===== src/rtl/rwarb_pkg.sv =====
`timescale 1ns/1ps
package rwarb_pkg;
  localparam int NMODE = 4;
  localparam int GAP_W = 8;

  typedef logic [GAP_W-1:0] gap_t;
  typedef logic [1:0]       mode_t;   // [1] = write, [0] = rank

  typedef struct packed {
    gap_t rr;
    gap_t rw;
    gap_t wr;
    gap_t ww;
  } gap_set_t;

  function automatic gap_t sat_add(gap_t a, gap_t b);
    logic [GAP_W:0] s;
    s = {1'b0, a} + {1'b0, b};
    return s[GAP_W] ? {GAP_W{1'b1}} : s[GAP_W-1:0];
  endfunction

  // Spacing required between a previous command and the next one.
  function automatic gap_t gap_needed(logic pw, logic pr, logic nw, logic nr,
                                      gap_set_t base, gap_t base_xwr, gap_set_t xtra);
    gap_t r;
    unique case ({pw, nw})
      2'b00:   r = sat_add(base.rr, xtra.rr);
      2'b01:   r = sat_add(base.rw, xtra.rw);
      2'b10:   r = sat_add((pr == nr) ? base.wr : base_xwr, xtra.wr);
      default: r = sat_add(base.ww, xtra.ww);
    endcase
    return r;
  endfunction

  // k-th candidate when leaving cur; from a write the other-rank read comes before the same-rank read.
  function automatic mode_t cand_mode(mode_t cur, int unsigned k);
    mode_t r;
    case (k)
      0:       r = cur ^ 2'b01;
      1:       r = cur[1] ? (cur ^ 2'b11) : (cur ^ 2'b10);
      default: r = cur[1] ? (cur ^ 2'b10) : (cur ^ 2'b11);
    endcase
    return r;
  endfunction
endpackage


===== src/rtl/rwarb_gap_timer.sv =====
`timescale 1ns/1ps
module rwarb_gap_timer import rwarb_pkg::*; #(
  parameter gap_t T_RR  = 8'd8,
  parameter gap_t T_RW  = 8'd16,
  parameter gap_t T_WR  = 8'd69,
  parameter gap_t T_WW  = 8'd8,
  parameter gap_t T_XWR = 8'd10
) (
  input  logic     clk,
  input  logic     rst_n,
  input  logic     issue_v,
  input  logic     issue_wr,
  input  logic     issue_rank,
  input  gap_set_t xtra,
  input  mode_t    cur_mode,
  output gap_t     need,
  output logic     gap_met
);
  localparam gap_set_t BASE = {T_RR, T_RW, T_WR, T_WW};

  logic have_prev, prev_wr, prev_rank;
  gap_t since;

  always_ff @(posedge clk) begin
    if (!rst_n) begin
      have_prev <= 1'b0;
      prev_wr   <= 1'b0;
      prev_rank <= 1'b0;
      since     <= '0;
    end else if (issue_v) begin
      have_prev <= 1'b1;
      prev_wr   <= issue_wr;
      prev_rank <= issue_rank;
      since     <= gap_t'(1);
    end else if (since != {GAP_W{1'b1}}) begin
      since <= since + gap_t'(1);
    end
  end

  assign need    = gap_needed(prev_wr, prev_rank, cur_mode[1], cur_mode[0], BASE, T_XWR, xtra);
  assign gap_met = !have_prev || (since >= need);
endmodule


===== src/rtl/rwarb_age.sv =====
`timescale 1ns/1ps
module rwarb_age import rwarb_pkg::*; #(
  parameter int CW = 6,
  parameter int AW = 10
) (
  input  logic              clk,
  input  logic              rst_n,
  input  logic [NMODE*CW-1:0] pend,
  input  mode_t             cur_mode,
  input  logic [AW-1:0]     limit,
  output logic [NMODE-1:0]  starved
);
  for (genvar i = 0; i < NMODE; i++) begin : g_mode
    logic [AW-1:0] age_q;
    logic busy, is_cur;
    assign busy   = pend[i*CW +: CW] != '0;
    assign is_cur = (cur_mode == mode_t'(i));

    always_ff @(posedge clk) begin
      if (!rst_n)               age_q <= '0;
      else if (is_cur || !busy) age_q <= '0;
      else if (age_q != '1)     age_q <= age_q + AW'(1);
    end

    assign starved[i] = (limit != '0) && busy && !is_cur && (age_q >= limit);
  end
endmodule


===== src/rtl/rwarb_select.sv =====
`timescale 1ns/1ps
module rwarb_select import rwarb_pkg::*; #(
  parameter int CW = 6
) (
  input  mode_t               cur_mode,
  input  logic [NMODE*CW-1:0] pend,
  input  logic [NMODE*CW-1:0] thr,
  input  logic [CW-1:0]       burst,
  input  logic [CW-1:0]       min_burst,
  input  logic [NMODE-1:0]    starved,
  output mode_t               nxt_mode
);
  logic [CW-1:0] cur_pend;
  mode_t         c;
  logic          found;

  assign cur_pend = pend[cur_mode*CW +: CW];

  always_comb begin
    nxt_mode = cur_mode;
    found    = 1'b0;
    c        = '0;
    for (int unsigned k = 0; k < 3; k++) begin
      c = cand_mode(cur_mode, k);
      if (!found && starved[c]) begin
        found = 1'b1; nxt_mode = c;
      end
    end
    if (!found && cur_pend == '0) begin
      for (int unsigned k = 0; k < 3; k++) begin
        c = cand_mode(cur_mode, k);
        if (!found && pend[c*CW +: CW] != '0) begin
          found = 1'b1; nxt_mode = c;
        end
      end
    end
    if (!found && cur_pend != '0 && burst >= min_burst) begin
      for (int unsigned k = 0; k < 3; k++) begin
        c = cand_mode(cur_mode, k);
        if (!found && pend[c*CW +: CW] > thr[c*CW +: CW]) begin
          found = 1'b1; nxt_mode = c;
        end
      end
    end
  end
endmodule


===== src/rtl/rw_mode_arbiter.sv =====
`timescale 1ns/1ps
module rw_mode_arbiter import rwarb_pkg::*; #(
  parameter int   CW    = 6,
  parameter int   AW    = 10,
  parameter gap_t T_RR  = 8'd8,
  parameter gap_t T_RW  = 8'd16,
  parameter gap_t T_WR  = 8'd69,
  parameter gap_t T_WW  = 8'd8,
  parameter gap_t T_XWR = 8'd10
) (
  input  logic                clk,
  input  logic                rst_n,
  input  logic [NMODE*CW-1:0] pend_cnt,
  input  logic                issue_v,
  input  logic                issue_wr,
  input  logic                issue_rank,
  input  logic [GAP_W-1:0]    gap_rd_rd,
  input  logic [GAP_W-1:0]    gap_rd_wr,
  input  logic [GAP_W-1:0]    gap_wr_rd,
  input  logic [GAP_W-1:0]    gap_wr_wr,
  input  logic [NMODE*CW-1:0] backlog_thr,
  input  logic [CW-1:0]       min_burst,
  input  logic [AW-1:0]       starve_lim,
  output logic [1:0]          mode,
  output logic                issue_ok,
  output logic                idle
);
  mode_t            mode_q, nxt_mode;
  logic [CW-1:0]    burst_q;
  logic [NMODE-1:0] starved;
  gap_set_t         xtra;
  gap_t             need;
  logic             gap_met, switch_ev;
  logic [CW-1:0]    cur_pend;

  assign xtra      = {gap_rd_rd, gap_rd_wr, gap_wr_rd, gap_wr_wr};
  assign cur_pend  = pend_cnt[mode_q*CW +: CW];
  assign switch_ev = (nxt_mode != mode_q);

  rwarb_gap_timer #(.T_RR(T_RR), .T_RW(T_RW), .T_WR(T_WR), .T_WW(T_WW), .T_XWR(T_XWR)) u_gap (
    .clk, .rst_n, .issue_v, .issue_wr, .issue_rank,
    .xtra(xtra), .cur_mode(mode_q), .need(need), .gap_met(gap_met)
  );

  rwarb_age #(.CW(CW), .AW(AW)) u_age (
    .clk, .rst_n, .pend(pend_cnt), .cur_mode(mode_q), .limit(starve_lim), .starved(starved)
  );

  rwarb_select #(.CW(CW)) u_sel (
    .cur_mode(mode_q), .pend(pend_cnt), .thr(backlog_thr), .burst(burst_q),
    .min_burst(min_burst), .starved(starved), .nxt_mode(nxt_mode)
  );

  always_ff @(posedge clk) begin
    if (!rst_n) begin
      mode_q  <= '0;
      burst_q <= '0;
    end else begin
      mode_q <= nxt_mode;
      if (switch_ev)                    burst_q <= '0;
      else if (issue_v && burst_q != '1) burst_q <= burst_q + CW'(1);
    end
  end

  assign mode     = mode_q;
  assign issue_ok = gap_met && (cur_pend != '0);
  assign idle     = (pend_cnt == '0);
endmodule


===== config.mk =====
export PLATFORM = sky130hd
export DESIGN_NAME = rw_mode_arbiter
export DESIGN_NICKNAME = d
export VERILOG_FILES = /design/src/rtl/rwarb_pkg.sv /design/src/rtl/rwarb_gap_timer.sv /design/src/rtl/rwarb_age.sv /design/src/rtl/rwarb_select.sv /design/src/rtl/rw_mode_arbiter.sv
export SDC_FILE = /design/constraint.sdc
export NUM_CORES = 1
export LEC_CHECK = 0
export BUFFER_PORTS_ARGS = -buffer_cell sky130_fd_sc_hd__buf_2
export CAP_MARGIN = 10
export CORE_MARGIN = 2
export CORE_UTILIZATION = 50
export CTS_BUF_LIST = sky130_fd_sc_hd__clkbuf_4 sky130_fd_sc_hd__clkbuf_8
export DETAILED_ROUTE_END_ITERATION = 6
export MAX_ROUTING_LAYER = met4
export PLACE_DENSITY = 0.72
export SETUP_SLACK_MARGIN = 0.02
export SYNTH_ARGS = -nofsm -noshare
export SYNTH_HDL_FRONTEND = slang
export SYNTH_HIERARCHICAL = 1
export SYNTH_SLANG_ARGS = --single-unit

===== constraint.sdc =====
create_clock -name clk -period 6.3 [get_ports clk]
set_clock_uncertainty 0.05 [all_clocks]
set_input_delay 0.63 -clock clk [delete_from_list [all_inputs] [get_ports clk]]
set_output_delay 0.63 -clock clk [all_outputs]
set_load 0.05 [all_outputs]

==> impl_metrics.ini, run 1 <==
[timing]
rsz0062_at_grt = no
tightest_slew_ps = 968
layout_setup_ws_ps = 1190
fmax_ghz = 0.196
setup_viol = 0
hold_viol = 0
setup_tns_ps = 0
slew_violations = 0
relSlewSlack_pct = 33.8
holdWs_ps = 413
fin_crit_sh_pct = 81.1
min_period_ps = 5110

[synthesis]
synthCells = 781
synthesis.nets = 966
avgSynthCellArea_um2 = 8.56
ys_warn_count = 6
synth_area_mm2 = 0.00669

[cts]
numCtsBuffers = 9
root_buffer = clkbuf_8
clock_latency_ps = 360
cts_sinks = 59
h-tree-depth = 3
path_clk_slew_ps = 70
cts_hold_buffers = 0
clockBufferDepth = 2
cts_tree = yes
post_cts_buffers = 0
post_cts_resize_count = 0

[setup_path]
reg2reg_setup_slack_ps = 1560
reg2reg_depth = 15
crit_arrival_ps = 4430
crit_start = u_gap/prev_rank
critical-path-top-delay-family = compound AO/OA/AOI/OAI gates
worstPathRequired_ps = 5620
path_cells = xnor2_4 -> inv_1 -> ha_1 -> o211ai_1 -> mux2i_1 -> a311o_1 -> a32oi_1 -> a21o_1 -> a21oi_1 -> ha_1 -> nand2b_1 -> a21oi_1 -> nor2b_1 -> o21ai_0 -> a21o_1 -> a21oi_1 -> nand2_1 -> o22ai_1 -> buf_2
crit_cells = 19
crit_type = reg2out
r2r_end = burst_q[5]
start_kind = flop
crit_path_frequent_cell = a21oi_1
crit_end = issue_ok
cpMaxStageDelayCell = xnor2_4
cp-end-kind = primary output
path_max_fanout = 16
critPathBufInv = 2
rr_startpoint = mode[0]
worst_path_largest_cell_delay_ps = 430

[final_layout]
n_antenna_cell = 0
finalNetCount = 1064
stdcell_count = 1060
syn_to_final_growth_pct = 13.6
stdcell_area_mm2 = 0.00760
fillerInstances = 1218
drive_gt1_share_pct = 21.4

[floorplanning]
die_area_mm2 = 0.0143
die_x_um = 120
placement_rows = 42
die_h_um = 120
coreArea_mm2 = 0.0131
ioPinCount = 105
initial_core_util_pct = 50.9

[global_route]
grt_antenna_before_repair = 0
grt_max_degree = 60
grt_usage_pct = 24.7
overflow = 0
first_global_vias = 5986
grt_pass1_wl_um = 28400

[place]
port_buffers = 104
placed_area_mm2 = 0.00735
placedCellCount = 1044
dp_hpwl_um = 13200
gp_congestion = 0.951
place_ws_ps = 1590

[routing]
ant_nets = 0
viasPerCell = 5.98
vias = 6341
post_drt_wl_per_cell_um = 15.9
drc_errors = 0
routed_wl_um = 16900
drt-pass1-iter-count = 5
drtIter0Drc = 515

[pwr]
leakagePower_nw = 3.16
max-vdd-ir-drop_mv = 0.138
power_density_mw_per_mm2 = 222

[flow_run]
maxCapViolations = 0

[run_status]
status = completed

[min_path]
hold_path_class = reg2reg
==> sequential cells by signal, summed over array words and instances (netlist names) <==
| register | count |
|---|---|
| burst_q | 6 |
| mode | 2 |
| u_age/g_mode.age_q | 40 |
| u_gap/have_prev | 1 |
| u_gap/prev_rank | 1 |
| u_gap/prev_wr | 1 |
| u_gap/since | 8 |
==> routing by layer <==
layer	vias to the layer above	wire length, um	part of all wire, %	global-route usage, %
met4	0	200	1.2	6.03
li1	3187	-	-	-
met3	20	989	5.9	3.75
met1	2963	7880	47	33.3
met5	-	0	0	-
met2	171	7800	46	39.4
==> power by group <==
group,switching [W],internal (W)
combinational,0.000425,0.000367
clock,0.000164,0.000274
sequential,0.0000598,0.000394
==> worst min-delay path by stage <==
stage	start	to	slack, ps	depth (start not counted)
2_1_floorplan	u_gap/have_prev	u_gap/have_prev	380	1
3_3_place_gp	u_gap/have_prev	u_gap/have_prev	390	1
3_5_place_dp	u_gap/have_prev	u_gap/have_prev	400	1
4_1_cts	u_gap/have_prev	u_gap/have_prev	410	1
5_1_grt	u_gap/have_prev	u_gap/have_prev	440	1
6_report	u_gap/have_prev	u_gap/have_prev	410	1
==> layout by cell type (no fill, tap or decap), types with 8 or more instances in the layout <==
master	instances
a211oi_1	10
a21o_1	11
a21oi_1	54
a31oi_1	9
and3_1	15
buf_2	104
clkbuf_8	10
dfxtp_1	57
ha_1	84
inv_1	55
mux2i_1	13
mux4_2	38
nand2_1	43
nand2b_1	15
nand3_1	41
nand4_1	21
nor2_1	61
nor2b_1	10
nor3_1	19
nor4_1	17
o21a_1	8
o21ai_0	30
o21bai_1	9
xnor2_1	27
xor2_1	8
==> layout make-up <==
class	count	area [um2]	share of cell area (%)
multi-input cells	647	5190	68.3
flip-flops and latches	59	1190	15.6
repair buffers	107	543	7.15
well taps	176	220	2.90
inverters	55	206	2.72
clock buffers	10	138	1.81
clock inverters	6	113	1.48
==> through the flow <==
step / util [%] / total power [W]
3_5_place_dp: 55.9 / 0.00124
3_3_place_gp: 55.9 / 0.00123
2_1_floorplan: - / 0.00105
5_1_grt: 57.8 / 0.00181
6_report: 57.8 / 0.00168
4_1_cts: 57.8 / 0.00169
(Power assumes the default switching activity.)
==> run 2: changes to the inputs <==
--- a/config.mk
+++ b/config.mk
@@ -5,6 +5,7 @@
 export SDC_FILE = /design/constraint.sdc
 export NUM_CORES = 1
 export LEC_CHECK = 0
+export ABC_AREA = 1
 export BUFFER_PORTS_ARGS = -buffer_cell sky130_fd_sc_hd__buf_2
 export CAP_MARGIN = 10
 export CORE_MARGIN = 2
@@ -12,7 +13,7 @@
 export CTS_BUF_LIST = sky130_fd_sc_hd__clkbuf_4 sky130_fd_sc_hd__clkbuf_8
 export DETAILED_ROUTE_END_ITERATION = 6
 export MAX_ROUTING_LAYER = met4
-export PLACE_DENSITY = 0.72
+export PLACE_DENSITY = 0.74
 export SETUP_SLACK_MARGIN = 0.02
 export SYNTH_ARGS = -nofsm -noshare
 export SYNTH_HDL_FRONTEND = slang
==> constraint.sdc (replaced) <==
create_clock -name clk -period 4.1 [get_ports clk]
set_clock_uncertainty 0.05 [all_clocks]
set_input_delay 0.41 -clock clk [delete_from_list [all_inputs] [get_ports clk]]
set_output_delay 0.41 -clock clk [all_outputs]
set_load 0.05 [all_outputs]
==> impl_metrics.ini, run 2 <==
[floorplanning]
die_area_mm2 = 0.0162
ioPinCount = 105
placement_rows = 45
die_h_um = 127
coreArea_mm2 = 0.0150
die_x_um = 127
initial_core_util_pct = 50.7

[final_layout]
fillerInstances = 1550
top_regs = u_age/g_mode.age_q: 40 flops, u_gap/since: 8 flops, burst_q: 6 flops
fin_util_pct = 56.5
syn_to_final_growth_pct = 11.4
drive_gt1_share_pct = 14.2
n_antenna_cell = 0
mostFrequentLayoutCells = nand2_1 (368), inv_1 (177), nor2_1 (174)
final_common_cell = nand2_1
largest_register_ffs = 40
finalNetCount = 1571
largest_register = u_age/g_mode.age_q

[timing]
tightest_slew_ps = 873
slew_violations = 0
fmax_ghz = 0.268
rsz0062_at_grt = no
holdWs_ps = 309
fin_crit_sh_pct = 91.0
setup_viol = 0
relSlewSlack_pct = 41.6
layout_setup_ws_ps = 367
setup_tns_ps = 0
min_period_ps = 3730
hold_viol = 0

[setup_path]
worst_path_largest_cell_delay_ps = 410
path_cells = nand2_2 -> nand2_4 -> xor2_1 -> inv_1 -> ha_1 -> inv_1 -> nand2_2 -> inv_2 -> o21ai_4 -> a21oi_4 -> nand2_1 -> nand2_1 -> nand3_1 -> nor2_1 -> ha_1 -> nand2_1 -> nor2_2 -> nand4_1 -> nand4_1 -> inv_1 -> a21oi_1 -> buf_4
start_kind = flop
path_max_fanout = 8
crit_type = reg2out
cpMaxStageDelayCell = dfxtp_4
crit_arrival_ps = 3270
critPathBufInv = 5
cp-end-kind = primary output
critical-path-top-delay-family = simple AND/OR/NAND/NOR gates
worstPathRequired_ps = 3640

[synthesis]
synthCells = 1289
ys_warn_count = 6
synth_area_mm2 = 0.00762
avgSynthCellArea_um2 = 5.91
synthesis.nets = 1474

[cts]
post_cts_resize_count = 0
cts_tree = yes
post_cts_buffers = 0
h-tree-depth = 3
cts_hold_buffers = 0
cts_sinks = 59
clock_latency_ps = 350
numCtsBuffers = 9
root_buffer = clkbuf_8
path_clk_slew_ps = 70
clockBufferDepth = 2

[routing]
post_drt_wl_per_cell_um = 13.2
drtIter0Drc = 597
routed_wl_um = 20800
ant_nets = 0
drc_errors = 0
viasPerCell = 5.30
drt-pass1-iter-count = 5
vias = 8359

[global_route]
grt_pass1_wl_um = 34500
grt_antenna_before_repair = 0
overflow = 0
grt_usage_pct = 26.4
first_global_vias = 7552
grt_max_degree = 45

[place]
port_buffers = 104
place_ws_ps = 432
gp_congestion = 0.976
dp_hpwl_um = 16400

[min_path]
hold_path_class = in2reg

[pwr]
leakagePower_nw = 4.68
max-vdd-ir-drop_mv = 0.307
finalPower_w = 0.00311
power_density_mw_per_mm2 = 367

[flow_run]
maxCapViolations = 0

[run_status]
status = completed
run 2: changes by cell type in the layout (fill, tap and decap cells not counted), moves of 18 or more:
| cell | previous run | this run |
|---|---|---|
| o21ai_0 | 30 | 48 |
| inv_1 | 55 | 177 |
| nand2_1 | 43 | 368 |
| mux4_2 | 38 | 0 |
| nand3_1 | 41 | 105 |
| nor2_1 | 61 | 174 |
run 2: area by class of cell:
class	count	area (um2)	share of cell area [%]
tap	188	235	2.77
clock inverter	4	73.8	0.870
sequential	59	1190	14.0
clock buffer	11	151	1.78
multi-input combinational	1015	5550	65.4
inverter	190	718	8.46
timing repair buffer	111	576	6.78
run 2: layer usage:
| layer | GRT usage [%] | share of wire [%] | wire length (um) | vias up |
|---|---|---|---|---|
| li1 | - | - | - | 4365 |
| met1 | 32.7 | 44 | 9240 | 3700 |
| met2 | 45.0 | 48 | 9930 | 261 |
| met3 | 3.27 | 5.4 | 1130 | 33 |
| met4 | 7.89 | 2.3 | 474 | 0 |
| met5 | - | 0 | 0 | - |
run 2: worst register-to-register path, cell delays in order, from the launching register on:
cell	delay [ps]
dfxtp_4	410
inv_4	80
nor2_1	670
nand2_1	90
o21ai_0	110
nor2_1	80
ha_1	280
nand2_1	60
nor2_1	140
o21ai_0	110
o211a_1	130
nor3b_1	300
nand2_1	130
o21ai_0	180
inv_1	50
nand2_1	60
nand2_1	60
or2_2	290
nand3_1	70
nor2_1	60
inv_1	110
nor2_1	60
run 2: power breakdown:
| group | leakage [nW] | switching (W) | internal [W] |
|---|---|---|---|
| logic | 4.08 | 0.00116 | 0.000647 |
| clock network | 0.115 | 0.000242 | 0.000372 |
| registers | 0.480 | 0.0000671 | 0.000619 |
| total | 4.68 | 0.00147 | 0.00164 |
run 2: final timing paths:
path | slack [ps] | endpoint | startpoint | depth (start not counted)
min reg2reg | 430 | u_gap/have_prev | u_gap/have_prev | 2
max reg2reg | 420 | burst_q[5] | mode[0] | 21
max | 370 | issue_ok | mode[0] | 22
min | 310 | u_gap/prev_wr | issue_wr | 3
run 2: stage by stage:
step                      instance area (um2)  instances
after floorplan                          7620       1289
after CTS                                8460       1578
final                                    8490       1578
after global routing                     8490       1578
after global placement                   8240       1563
after detailed placement                 8240       1563
